--- src/rtl/frupd_pkg.sv ---
package frupd_pkg;

    typedef enum logic [2:0] {
        ST_IDLE,
        ST_DECIDE,
        ST_READ,
        ST_WRITE,
        ST_FINISH
    } seq_state_t;

endpackage

--- src/rtl/frupd_queue.sv ---
module frupd_queue #(
    parameter int ADDR_W = 8,
    parameter int DATA_W = 32,
    parameter int SLOTS  = 17,
    parameter int IDX_W  = 5
) (
    input  logic              clk,
    input  logic              rst_n,
    input  logic              wr_en,
    input  logic [IDX_W-1:0]  wr_idx,
    input  logic [ADDR_W-1:0] wr_off,
    input  logic [DATA_W-1:0] wr_mask,
    input  logic [DATA_W-1:0] wr_val,
    input  logic [IDX_W-1:0]  rd_idx,
    output logic [ADDR_W-1:0] rd_off,
    output logic [DATA_W-1:0] rd_mask,
    output logic [DATA_W-1:0] rd_val
);

    localparam logic [IDX_W-1:0] LAST_IDX = IDX_W'(SLOTS - 1);

    logic [ADDR_W-1:0] off_q  [SLOTS];
    logic [DATA_W-1:0] mask_q [SLOTS];
    logic [DATA_W-1:0] val_q  [SLOTS];

    for (genvar g = 0; g < SLOTS; g++) begin : g_slot
        always_ff @(posedge clk or negedge rst_n) begin
            if (!rst_n) begin
                off_q[g]  <= '1;
                mask_q[g] <= '0;
                val_q[g]  <= '0;
            end else if (wr_en && (wr_idx == IDX_W'(g))) begin
                off_q[g]  <= wr_off;
                mask_q[g] <= wr_mask;
                val_q[g]  <= wr_val;
            end
        end
    end

    always_comb begin
        if (rd_idx <= LAST_IDX) begin
            rd_off  = off_q[rd_idx];
            rd_mask = mask_q[rd_idx];
            rd_val  = val_q[rd_idx];
        end else begin
            rd_off  = '1;
            rd_mask = '0;
            rd_val  = '0;
        end
    end

endmodule

--- src/rtl/frupd_seq.sv ---
module frupd_seq
    import frupd_pkg::*;
#(
    parameter int ADDR_W = 8,
    parameter int DATA_W = 32,
    parameter int IDX_W  = 5,
    parameter int SLOTS  = 17
) (
    input  logic              clk,
    input  logic              rst_n,
    input  logic              start,
    input  logic [ADDR_W-1:0] ent_off,
    input  logic [DATA_W-1:0] ent_mask,
    input  logic [DATA_W-1:0] ent_val,
    input  logic [DATA_W-1:0] tgt_rdata,
    output logic [IDX_W-1:0]  cur_idx,
    output logic              tgt_rd_en,
    output logic              tgt_wr_en,
    output logic [ADDR_W-1:0] tgt_addr,
    output logic [DATA_W-1:0] tgt_wdata,
    output logic              busy,
    output logic              done
);

    localparam logic [IDX_W-1:0] LAST_IDX = IDX_W'(SLOTS - 1);

    seq_state_t        st, nxt;
    logic [IDX_W-1:0]  idx_q;
    logic [DATA_W-1:0] old_q;

    always_comb begin
        nxt = st;
        unique case (st)
            ST_IDLE:   if (start) nxt = ST_DECIDE;
            ST_DECIDE: begin
                if (ent_off == '1)        nxt = ST_FINISH;
                else if (ent_mask == '0)  nxt = ST_WRITE;
                else                      nxt = ST_READ;
            end
            ST_READ:   nxt = ST_WRITE;
            ST_WRITE:  nxt = (idx_q == LAST_IDX) ? ST_FINISH : ST_DECIDE;
            ST_FINISH: nxt = ST_IDLE;
            default:   nxt = ST_IDLE;
        endcase
    end

    always_ff @(posedge clk or negedge rst_n) begin
        if (!rst_n) st <= ST_IDLE;
        else        st <= nxt;
    end

    always_ff @(posedge clk or negedge rst_n) begin
        if (!rst_n) begin
            idx_q <= '0;
            old_q <= '0;
        end else begin
            if (st == ST_IDLE && start)
                idx_q <= '0;
            else if (st == ST_WRITE && idx_q != LAST_IDX)
                idx_q <= idx_q + 1'b1;
            if (st == ST_READ)
                old_q <= tgt_rdata;
        end
    end

    always_comb begin
        cur_idx   = idx_q;
        tgt_addr  = ent_off;
        tgt_rd_en = (st == ST_READ);
        tgt_wr_en = (st == ST_WRITE);
        tgt_wdata = (ent_mask == '0) ? ent_val : ((old_q & ent_mask) | ent_val);
        busy      = (st != ST_IDLE);
        done      = (st == ST_FINISH);
    end

    AST_RMW_READ_FIRST: assert property (@(posedge clk) disable iff (!rst_n)
        (tgt_wr_en && ent_mask != '0) |-> $past(tgt_rd_en));
    AST_PLAIN_NO_READ: assert property (@(posedge clk) disable iff (!rst_n)
        (tgt_wr_en && ent_mask == '0) |-> !$past(tgt_rd_en));
    AST_NO_SENTINEL_WRITE: assert property (@(posedge clk) disable iff (!rst_n)
        (tgt_wr_en || tgt_rd_en) |-> (tgt_addr != '1));
    AST_DONE_ENDS_WALK: assert property (@(posedge clk) disable iff (!rst_n)
        done |=> !busy);

endmodule

--- src/rtl/frupd_trig.sv ---
module frupd_trig (
    input  logic clk,
    input  logic rst_n,
    input  logic arm_acc,
    input  logic frame_done,
    input  logic walk_busy,
    input  logic walk_done,
    input  logic vsync,
    output logic pending,
    output logic start_def,
    output logic vblank_evt
);

    logic fd_seen;

    assign start_def = pending && fd_seen && !walk_busy;

    always_ff @(posedge clk or negedge rst_n) begin
        if (!rst_n) begin
            pending    <= 1'b0;
            fd_seen    <= 1'b0;
            vblank_evt <= 1'b0;
        end else begin
            if (walk_done)    pending <= 1'b0;
            else if (arm_acc) pending <= 1'b1;

            if (arm_acc)         fd_seen <= 1'b0;
            else if (start_def)  fd_seen <= 1'b0;
            else if (frame_done) fd_seen <= 1'b1;

            vblank_evt <= vsync && !pending;
        end
    end

    AST_STALE_CLEARED: assert property (@(posedge clk) disable iff (!rst_n)
        arm_acc |=> !fd_seen);
    AST_PENDING_CLEARS: assert property (@(posedge clk) disable iff (!rst_n)
        walk_done |=> !pending);

endmodule

--- src/rtl/frame_reg_updater.sv ---
module frame_reg_updater #(
    parameter int ADDR_W = 8,
    parameter int DATA_W = 32,
    parameter int DEPTH  = 16,
    localparam int SLOTS = DEPTH + 1,
    localparam int IDX_W = $clog2(SLOTS)
) (
    input  logic              clk,
    input  logic              rst_n,
    input  logic              ld_en,
    input  logic [IDX_W-1:0]  ld_slot,
    input  logic [ADDR_W-1:0] ld_offset,
    input  logic [DATA_W-1:0] ld_mask,
    input  logic [DATA_W-1:0] ld_value,
    input  logic              arm_req,
    input  logic              arm_now,
    input  logic              frame_done,
    input  logic              vsync,
    input  logic [DATA_W-1:0] tgt_rdata,
    output logic              tgt_rd_en,
    output logic              tgt_wr_en,
    output logic [ADDR_W-1:0] tgt_addr,
    output logic [DATA_W-1:0] tgt_wdata,
    output logic              pending,
    output logic              busy,
    output logic              done,
    output logic              vblank_evt
);

    logic              ld_acc, arm_acc, now_acc, start_def, start;
    logic [IDX_W-1:0]  cur_idx;
    logic [ADDR_W-1:0] ent_off;
    logic [DATA_W-1:0] ent_mask, ent_val;

    assign ld_acc  = ld_en   && !busy;
    assign arm_acc = arm_req && !busy;
    assign now_acc = arm_now && !busy;
    assign start   = now_acc || start_def;

    frupd_queue #(
        .ADDR_W(ADDR_W), .DATA_W(DATA_W), .SLOTS(SLOTS), .IDX_W(IDX_W)
    ) u_queue (
        .clk(clk), .rst_n(rst_n),
        .wr_en(ld_acc), .wr_idx(ld_slot), .wr_off(ld_offset),
        .wr_mask(ld_mask), .wr_val(ld_value),
        .rd_idx(cur_idx), .rd_off(ent_off), .rd_mask(ent_mask), .rd_val(ent_val)
    );

    frupd_seq #(
        .ADDR_W(ADDR_W), .DATA_W(DATA_W), .IDX_W(IDX_W), .SLOTS(SLOTS)
    ) u_seq (
        .clk(clk), .rst_n(rst_n), .start(start),
        .ent_off(ent_off), .ent_mask(ent_mask), .ent_val(ent_val),
        .tgt_rdata(tgt_rdata), .cur_idx(cur_idx),
        .tgt_rd_en(tgt_rd_en), .tgt_wr_en(tgt_wr_en),
        .tgt_addr(tgt_addr), .tgt_wdata(tgt_wdata),
        .busy(busy), .done(done)
    );

    frupd_trig u_trig (
        .clk(clk), .rst_n(rst_n), .arm_acc(arm_acc),
        .frame_done(frame_done), .walk_busy(busy), .walk_done(done),
        .vsync(vsync), .pending(pending), .start_def(start_def),
        .vblank_evt(vblank_evt)
    );

    AST_VBLANK_GATED: assert property (@(posedge clk) disable iff (!rst_n)
        (pending && $past(pending)) |-> !vblank_evt);
    AST_WALK_CAUSE: assert property (@(posedge clk) disable iff (!rst_n)
        $rose(busy) |-> ($past(arm_now) || $past(pending)));

endmodule

--- config.mk ---
export PLATFORM = sky130hd
export DESIGN_NAME = frame_reg_updater
export DESIGN_NICKNAME = d
export VERILOG_FILES = /design/src/rtl/frupd_pkg.sv /design/src/rtl/frupd_queue.sv /design/src/rtl/frupd_seq.sv /design/src/rtl/frupd_trig.sv /design/src/rtl/frame_reg_updater.sv
export SDC_FILE = /design/constraint.sdc
export NUM_CORES = 2
export LEC_CHECK = 0
export BUFFER_PORTS_ARGS = -buffer_cell sky130_fd_sc_hd__buf_2
export CORE_AREA = 10 10 533 326
export DETAILED_ROUTE_END_ITERATION = 7
export DIE_AREA = 0 0 543 336
export PLACE_DENSITY_LB_ADDON = 0.08
export SLEW_MARGIN = 10
export SYNTH_ARGS = -nofsm -noshare
export SYNTH_HDL_FRONTEND = slang
export SYNTH_SLANG_ARGS = --single-unit
--- constraint.sdc ---
create_clock -name clk -period 4 [get_ports clk]
set_input_delay 0.8 -clock clk [delete_from_list [all_inputs] [get_ports clk]]
set_output_delay 0.8 -clock clk [all_outputs]
set_load 0.02 [all_outputs]
* After elaboration in Yosys (flattened, before gate mapping) *
Cells that the tools add are included.

storage, ports and cells
  memory bits (writable) = 0
  memory bits (read-only) = 0
  output and inout port bits = 46
  register bits = 1267
  bits in latches = 0
  memories = 0

operators by class
  magnitude comparators = 2
  equal/unequal tests = 24
  shift operators = 0
  multiply operators = 0
  multiplexer cells = 25
  bitwise gates (word level) = 3
  divide/modulo/power cells = 0
  reduce and logical (&&, ||, !) cells = 35
  add/subtract/negate cells = 1

operators by type and width
  kind                                                    count
  binary-select mux 32 bit (select 5 bit)                 2
  2-to-1 mux 32 bit                                       7
  binary-select mux 8 bit (select 5 bit)                  1
  equality test 5 x 4 -> 1 bit (second input constant)    8
  bitwise AND 32 bit                                      1
  zero test 32 bit                                        1
  OR 32 bit                                               1
  logical AND 1 bit                                       25
  2-to-1 mux 8 bit                                        3
  equality test 5 x 3 -> 1 bit (second input constant)    4
  case mux 3 bit (4 select lines)                         1
  equality test 5 x 2 -> 1 bit (second input constant)    2
  equality test 5 bit (second input constant)             2
  2-to-1 mux 5 bit                                        2
  2-to-1 mux 3 bit                                        3
  equality test 8 bit (second input constant)             1
  equality test 3 x 2 -> 1 bit (second input constant)    2
  >= comparator 6 bit (second input constant)             1
  2-to-1 mux 1 bit                                        6
  NOT 5 -> 6 bit                                          1
  nonzero test 3 bit                                      2
  adder 5 x 1 -> 5 bit (second input constant)            1
  equality test 5 x 1 -> 1 bit (second input constant)    1
  less-or-equal comparator 5 bit (second input constant)  1
  9 further kinds                                         11

* Logic depth before layout (Yosys ltp) *
  depth in word-level cells = 9
  gate-level depth with buffers = 16
  depth with buffers taken out = 10

* Cells and area by module *
A second synthesis with hierarchy kept.

second synthesis, totals
  cell total of the unflattened synthesis = 3796
  area, all modules = 57976.9 um^2

modules (own cells, without submodules)
  module             area each (um^2)  instances  cells each
  frupd_queue        55669.6           1          3618
  frupd_seq          2170.8            1          165
  frupd_trig         112.6             1          9
  frame_reg_updater  23.8              1          4

* Least setup slack after synthesis *
OpenSTA, ideal clock, no wires.

  path type = register to output
  start point = register u_seq.idx_q[0] (netlist: u_seq.cur_idx[0])
  end point = output tgt_wdata[17]
  arrival = 2.843 ns
  buffers on the path = 7
  required time = 3.200 ns
  cell stages (with the launch flop) = 13
  setup slack = 0.357 ns
  path through = dfrtp_1 -> buf_6 -> buf_12 -> buf_6 -> inv_2 -> ha_1 -> nand4bb_1 -> buf_2 -> nor3_2 -> buf_2 -> buf_1 -> buf_1 -> a221o_1

on the way
  word-level cells in the longest chain between the ends = 8
  elaborated cells between the ends (all ways) = 14
  those cells by class = order compare (1); mux (9); bitwise (3); reduce/logical (1)

RTL lines
  element                                                                                          line                     text
  start: declaration                                                                               frupd_seq.sv:28          logic [IDX_W-1:0] idx_q;
  start signal: assignment                                                                         frupd_seq.sv:60          idx_q <= idx_q + 1'b1;
  parallel branches: the longest is 7 deep, another holds binary-select mux 32 bit (select 5 bit)  n/a
  2-to-1 mux 32 bit (*)                                                                            frupd_seq.sv:71          tgt_wdata = (ent_mask == '0) ? ent_val : ((old_q & ent_mask) | ent_val);
  end: declaration                                                                                 frame_reg_updater.sv:23  output logic [DATA_W-1:0] tgt_wdata,

Mark *: on every way between the ends. The select of a mux whose other input is x is not followed.

* Worst setup path after layout *
  start point = register u_seq.idx_q[0] (netlist: u_seq.cur_idx[0])
  end point = output tgt_wdata[6]

The elaborated chain is that of the path after synthesis.

==> results.sh <==
export IMPL_status="complete, but fails checks"
export IMPL_violations="negative setup slack"
export IMPL_hpwl_reported_at_the_end_of_detailed_placement_mm=108.0
export IMPL_maximum_clock_insertion_buffer_count=4
export IMPL_drt_antenna_violating_nets=0
export IMPL_totalNegativeSetupSlack_ps=-7116
export IMPL_peakVddDrop_v=0.0003349
export IMPL_sequential_to_total_area_share_from_yosys_stat_pct=55.88
export IMPL_clk_pin_slew_worst_paths_ps=70
export IMPL_worstReg2RegEnd="u_seq.st[0]$_DFFE_PN0P_"
export IMPL_design_portCount=162
export IMPL_cp_endpoint="tgt_wdata[6]"
export IMPL_reg2regPathDepth=12
export IMPL_detail_route_drc_violations=0
export IMPL_ff2ff_setup_slack_ps=530
export IMPL_maximum_fanout_along_the_worst_path=8
export IMPL_critPathKind="reg2out"
export IMPL_fp_dieArea_mm2=0.1824
export IMPL_setup_slack_ps=-290.1
export IMPL_clk_latency_ps=770
export IMPL_synth_flop_cell="dfrtp_1"
export IMPL_placeableCoreArea_mm2=0.1635
export IMPL_critical_path_required_ps=3200
export IMPL_grt_total_usage_pct=19.96
export IMPL_syn_area_per_cell_um2=15.83
export IMPL_inserted_clock_buffers=139
export IMPL_synth_top_cell_area_share_pct=49.62
export IMPL_floorplan_die_height_um=336
export IMPL_ys_warnings_count=0
export IMPL_width_of_the_die_um=543
export IMPL_placement_setup_worst_slack_ps=225.0
export IMPL_overflow=0
export IMPL_class_of_the_worst_hold_path="in2async"
export IMPL_rr_startpoint="u_seq.cur_idx[0]$_DFFE_PN0P_"
export IMPL_timing_critical_path_from_type="flop"
export IMPL_max_cap_viols=0
export IMPL_drive_gt1_share_pct=59.54
export IMPL_fin_nets=3965
export IMPL_gp_congestion=0.7292
export IMPL_timing_fmax_ghz=0.2331
export IMPL_dr_pass1_iters=5
export IMPL_grt_pass1_vias=35130
export IMPL_unrepaired_setup_endpoints_after_global_routing="yes"
export IMPL_antenna_violations_before_repair=24
export IMPL_post_drt_via_cell_ratio=5.463
export IMPL_netlist_instances=3603
export IMPL_pwr_density_cell_mw_per_mm2=637.6
export IMPL_relSlewSlack_pct=36.32
export IMPL_cts_tree="done"
export IMPL_fin_crit_sh_pct=107.3
export IMPL_final_period_minus_worst_setup_slack_ps=4290
export IMPL_synth_enable_flop_cells=0
export IMPL_dominant_cells_by_area_after_synthesis="dfrtp_1 50%, mux2_2 25%, mux4_2 10%"
export IMPL_timing_clock_skew_ps=41.16
export IMPL_synth_cell_type_count=58
export IMPL_mappedNetlistArea_mm2=0.05704
export IMPL_buffers_added_on_ports=161
export IMPL_holdBufCountCts=0
export IMPL_drt_iter0_drc=2066
export IMPL_setup_violations=32
export IMPL_flow_area_growth_from_synthesis_pct=18.33
export IMPL_cellLeakagePower_nw=31.10
export IMPL_synth_top_cell_by_area="dfrtp_1"
export IMPL_ys_seq_elements=1267
export IMPL_clock_sinks=1267
export IMPL_wl_per_cell_um=30.37
export IMPL_crit_arrival_ps=3490
export IMPL_initial_utilization_pct=34.90
export IMPL_async_reset_ff_share_pct=100.0
export IMPL_timing_max_transition_violations_final=0
export IMPL_postSynthNetCount=3721
export IMPL_cts_root_buffer_cell="clkbuf_16"
export IMPL_drt_total_wl_mm=185.6
export IMPL_timing_hold_violations_final=0
export IMPL_rows=115
export IMPL_grt_first_pass_wirelength_mm=268.9
export IMPL_fill_cells=14930
export IMPL_worstSetupEndpointType="output pin"
export IMPL_startpoint="u_seq.cur_idx[0]$_DFFE_PN0P_"
export IMPL_fin_total_pwr_mw=43.04
export IMPL_cts_max_level=4
export IMPL_worst_slew_pin_slew_ps=955.2
export IMPL_grt_max_degree=94
export IMPL_via_count=33380
==> routing by layer <==
layer | global-route usage [%] | part of all wire, %
met4 | 3.342 | 1.8
met1 | 30.36 | 50
met3 | 3.154 | 3.6
met5 | 0 | 0.014
met2 | 30.31 | 44
==> worst max-delay path: stages (launching register included) <==
cell,delay [ps]
dfrtp_4,450
buf_12,170
buf_16,170
buf_16,130
buf_12,130
mux4_2,510
mux4_2,450
and2_1,160
a221o_1,350
buf_6,170
==> registers in the layout, summed over array words and instances (netlist names) <==
signal and cells:
u_trig.vblank_evt 1, u_trig.fd_seen 1, u_queue.val_q 544, u_trig.pending 1, u_queue.off_q 136, u_seq.old_q 32
u_seq.cur_idx 5, u_queue.mask_q 544, u_seq.st 3
==> cells by family (layout without fill, tap and decap cells) <==
| group | count (synthesis) | in the layout | share of synthesized area [%] |
|---|---|---|---|
| simple gates | 213 | 213 | 1.902 |
| buf+inv | 309 | 651 | 2.503 |
| flops | 1267 | 1267 | 55.88 |
| other cells | 0 | 2 | 0 |
| xor+xnor | 4 | 4 | 0.06143 |
| compound gates | 168 | 168 | 2.277 |
| fa+ha+maj | 2 | 2 | 0.04387 |
| mux | 1640 | 1640 | 37.33 |
==> cell type report <==
cell class              instances  area, um^2  share of cell area, %
diodes                          2       5.005               0.007415
clock buffers                 216        4244                  6.288
clock inverters                23       203.9                 0.3022
inverters                       6       22.52                0.03337
multi-input cells            2027       24170                  35.81
flip-flops and latches       1267       31890                  47.25
well taps                    2164        2708                  4.011
repair buffers                406        4254                  6.303
==> report_power, final <==
group / switching (mW) / total (mW) / internal [mW]
sequential: 1.51 / 17.3 / 15.8
combinational: 6.10 / 12.9 / 6.76
clock: 5.39 / 12.9 / 7.47
total: 13.0 / 43.0 / 30.0
==> synthesized netlist by cell type, types with 5 or more instances <==
cell type and count:
buf_4 22, buf_6 15, nor2_1 32, nand3_1 36
a31oi_1 5, o211ai_1 5, nand4_1 6, mux2_2 1257
a221o_1 36, a221oi_1 12, nand2b_1 7, dfstp_2 136
a21oi_1 18, clkbuf_1 212, buf_2 45, nor2b_1 7
nand2_1 60, mux4_2 264, a22oi_1 57, nor3_1 9
dfrtp_1 1131, o21ai_0 6, buf_1 8, and2_1 33
o22ai_1 11, inv_1 5, mux2i_1 119
==> repair_timing <==
item / in CTS / in global routing
pin swaps: 18 / 2
resized for setup: 120 / 38
endpoints found under the setup margin: 39 / 38
setup buffers: 39 / 20
cloned: 14 / 3
==> worst min path at each step <==
stage | endpoint | from
final | u_queue.mask_q[83]$_DFFE_PN0P_ | rst_n
after global placement | u_queue.val_q[439]$_DFFE_PN0P_ | u_queue.val_q[439]$_DFFE_PN0P_
after global routing | u_queue.mask_q[335]$_DFFE_PN0P_ | rst_n
after CTS | u_queue.mask_q[367]$_DFFE_PN0P_ | rst_n
after detailed placement | u_queue.mask_q[36]$_DFFE_PN0P_ | u_queue.mask_q[36]$_DFFE_PN0P_
after floorplan | u_queue.mask_q[233]$_DFFE_PN0P_ | u_queue.mask_q[233]$_DFFE_PN0P_
==> through the flow <==
step           util (%)  cells  area (um^2)  hold WS, ps
6_report          41.29   6111        67500        15.53
5_1_grt           41.29   6109        67490        27.45
4_1_cts           41.10   6089        67180        38.39
3_5_place_dp      37.60   5798        61460        488.0
3_3_place_gp      37.60   5798        61460        482.0
2_1_floorplan         -   3603        57040        473.9
==> cells in the final DEF (no fill, tap or decap), drive strengths merged, types with 3 or more instances in the layout <==
master | netlist | routed
and2 | 33 | 33
o22ai | 11 | 11
buf | 91 | 402
a221oi | 12 | 12
o21ai | 9 | 9
nor3 | 11 | 11
dfstp | 136 | 136
dfrtp | 1131 | 1131
a21oi | 19 | 19
a31o | 4 | 4
nor2b | 7 | 7
a221o | 36 | 36
mux2 | 1257 | 1257
inv | 6 | 6
clkinv | 0 | 19
nand2 | 60 | 60
o211ai | 5 | 5
mux4 | 264 | 264
nand2b | 7 | 7
nor2 | 33 | 33
bufinv | 0 | 3
nor3b | 4 | 4
a22oi | 57 | 57
a31oi | 5 | 5
nor4 | 4 | 4
nand3 | 36 | 36
clkbuf | 212 | 219
mux2i | 119 | 119
nand4 | 6 | 6
Note: power is estimated with default switching activity, not from simulation.
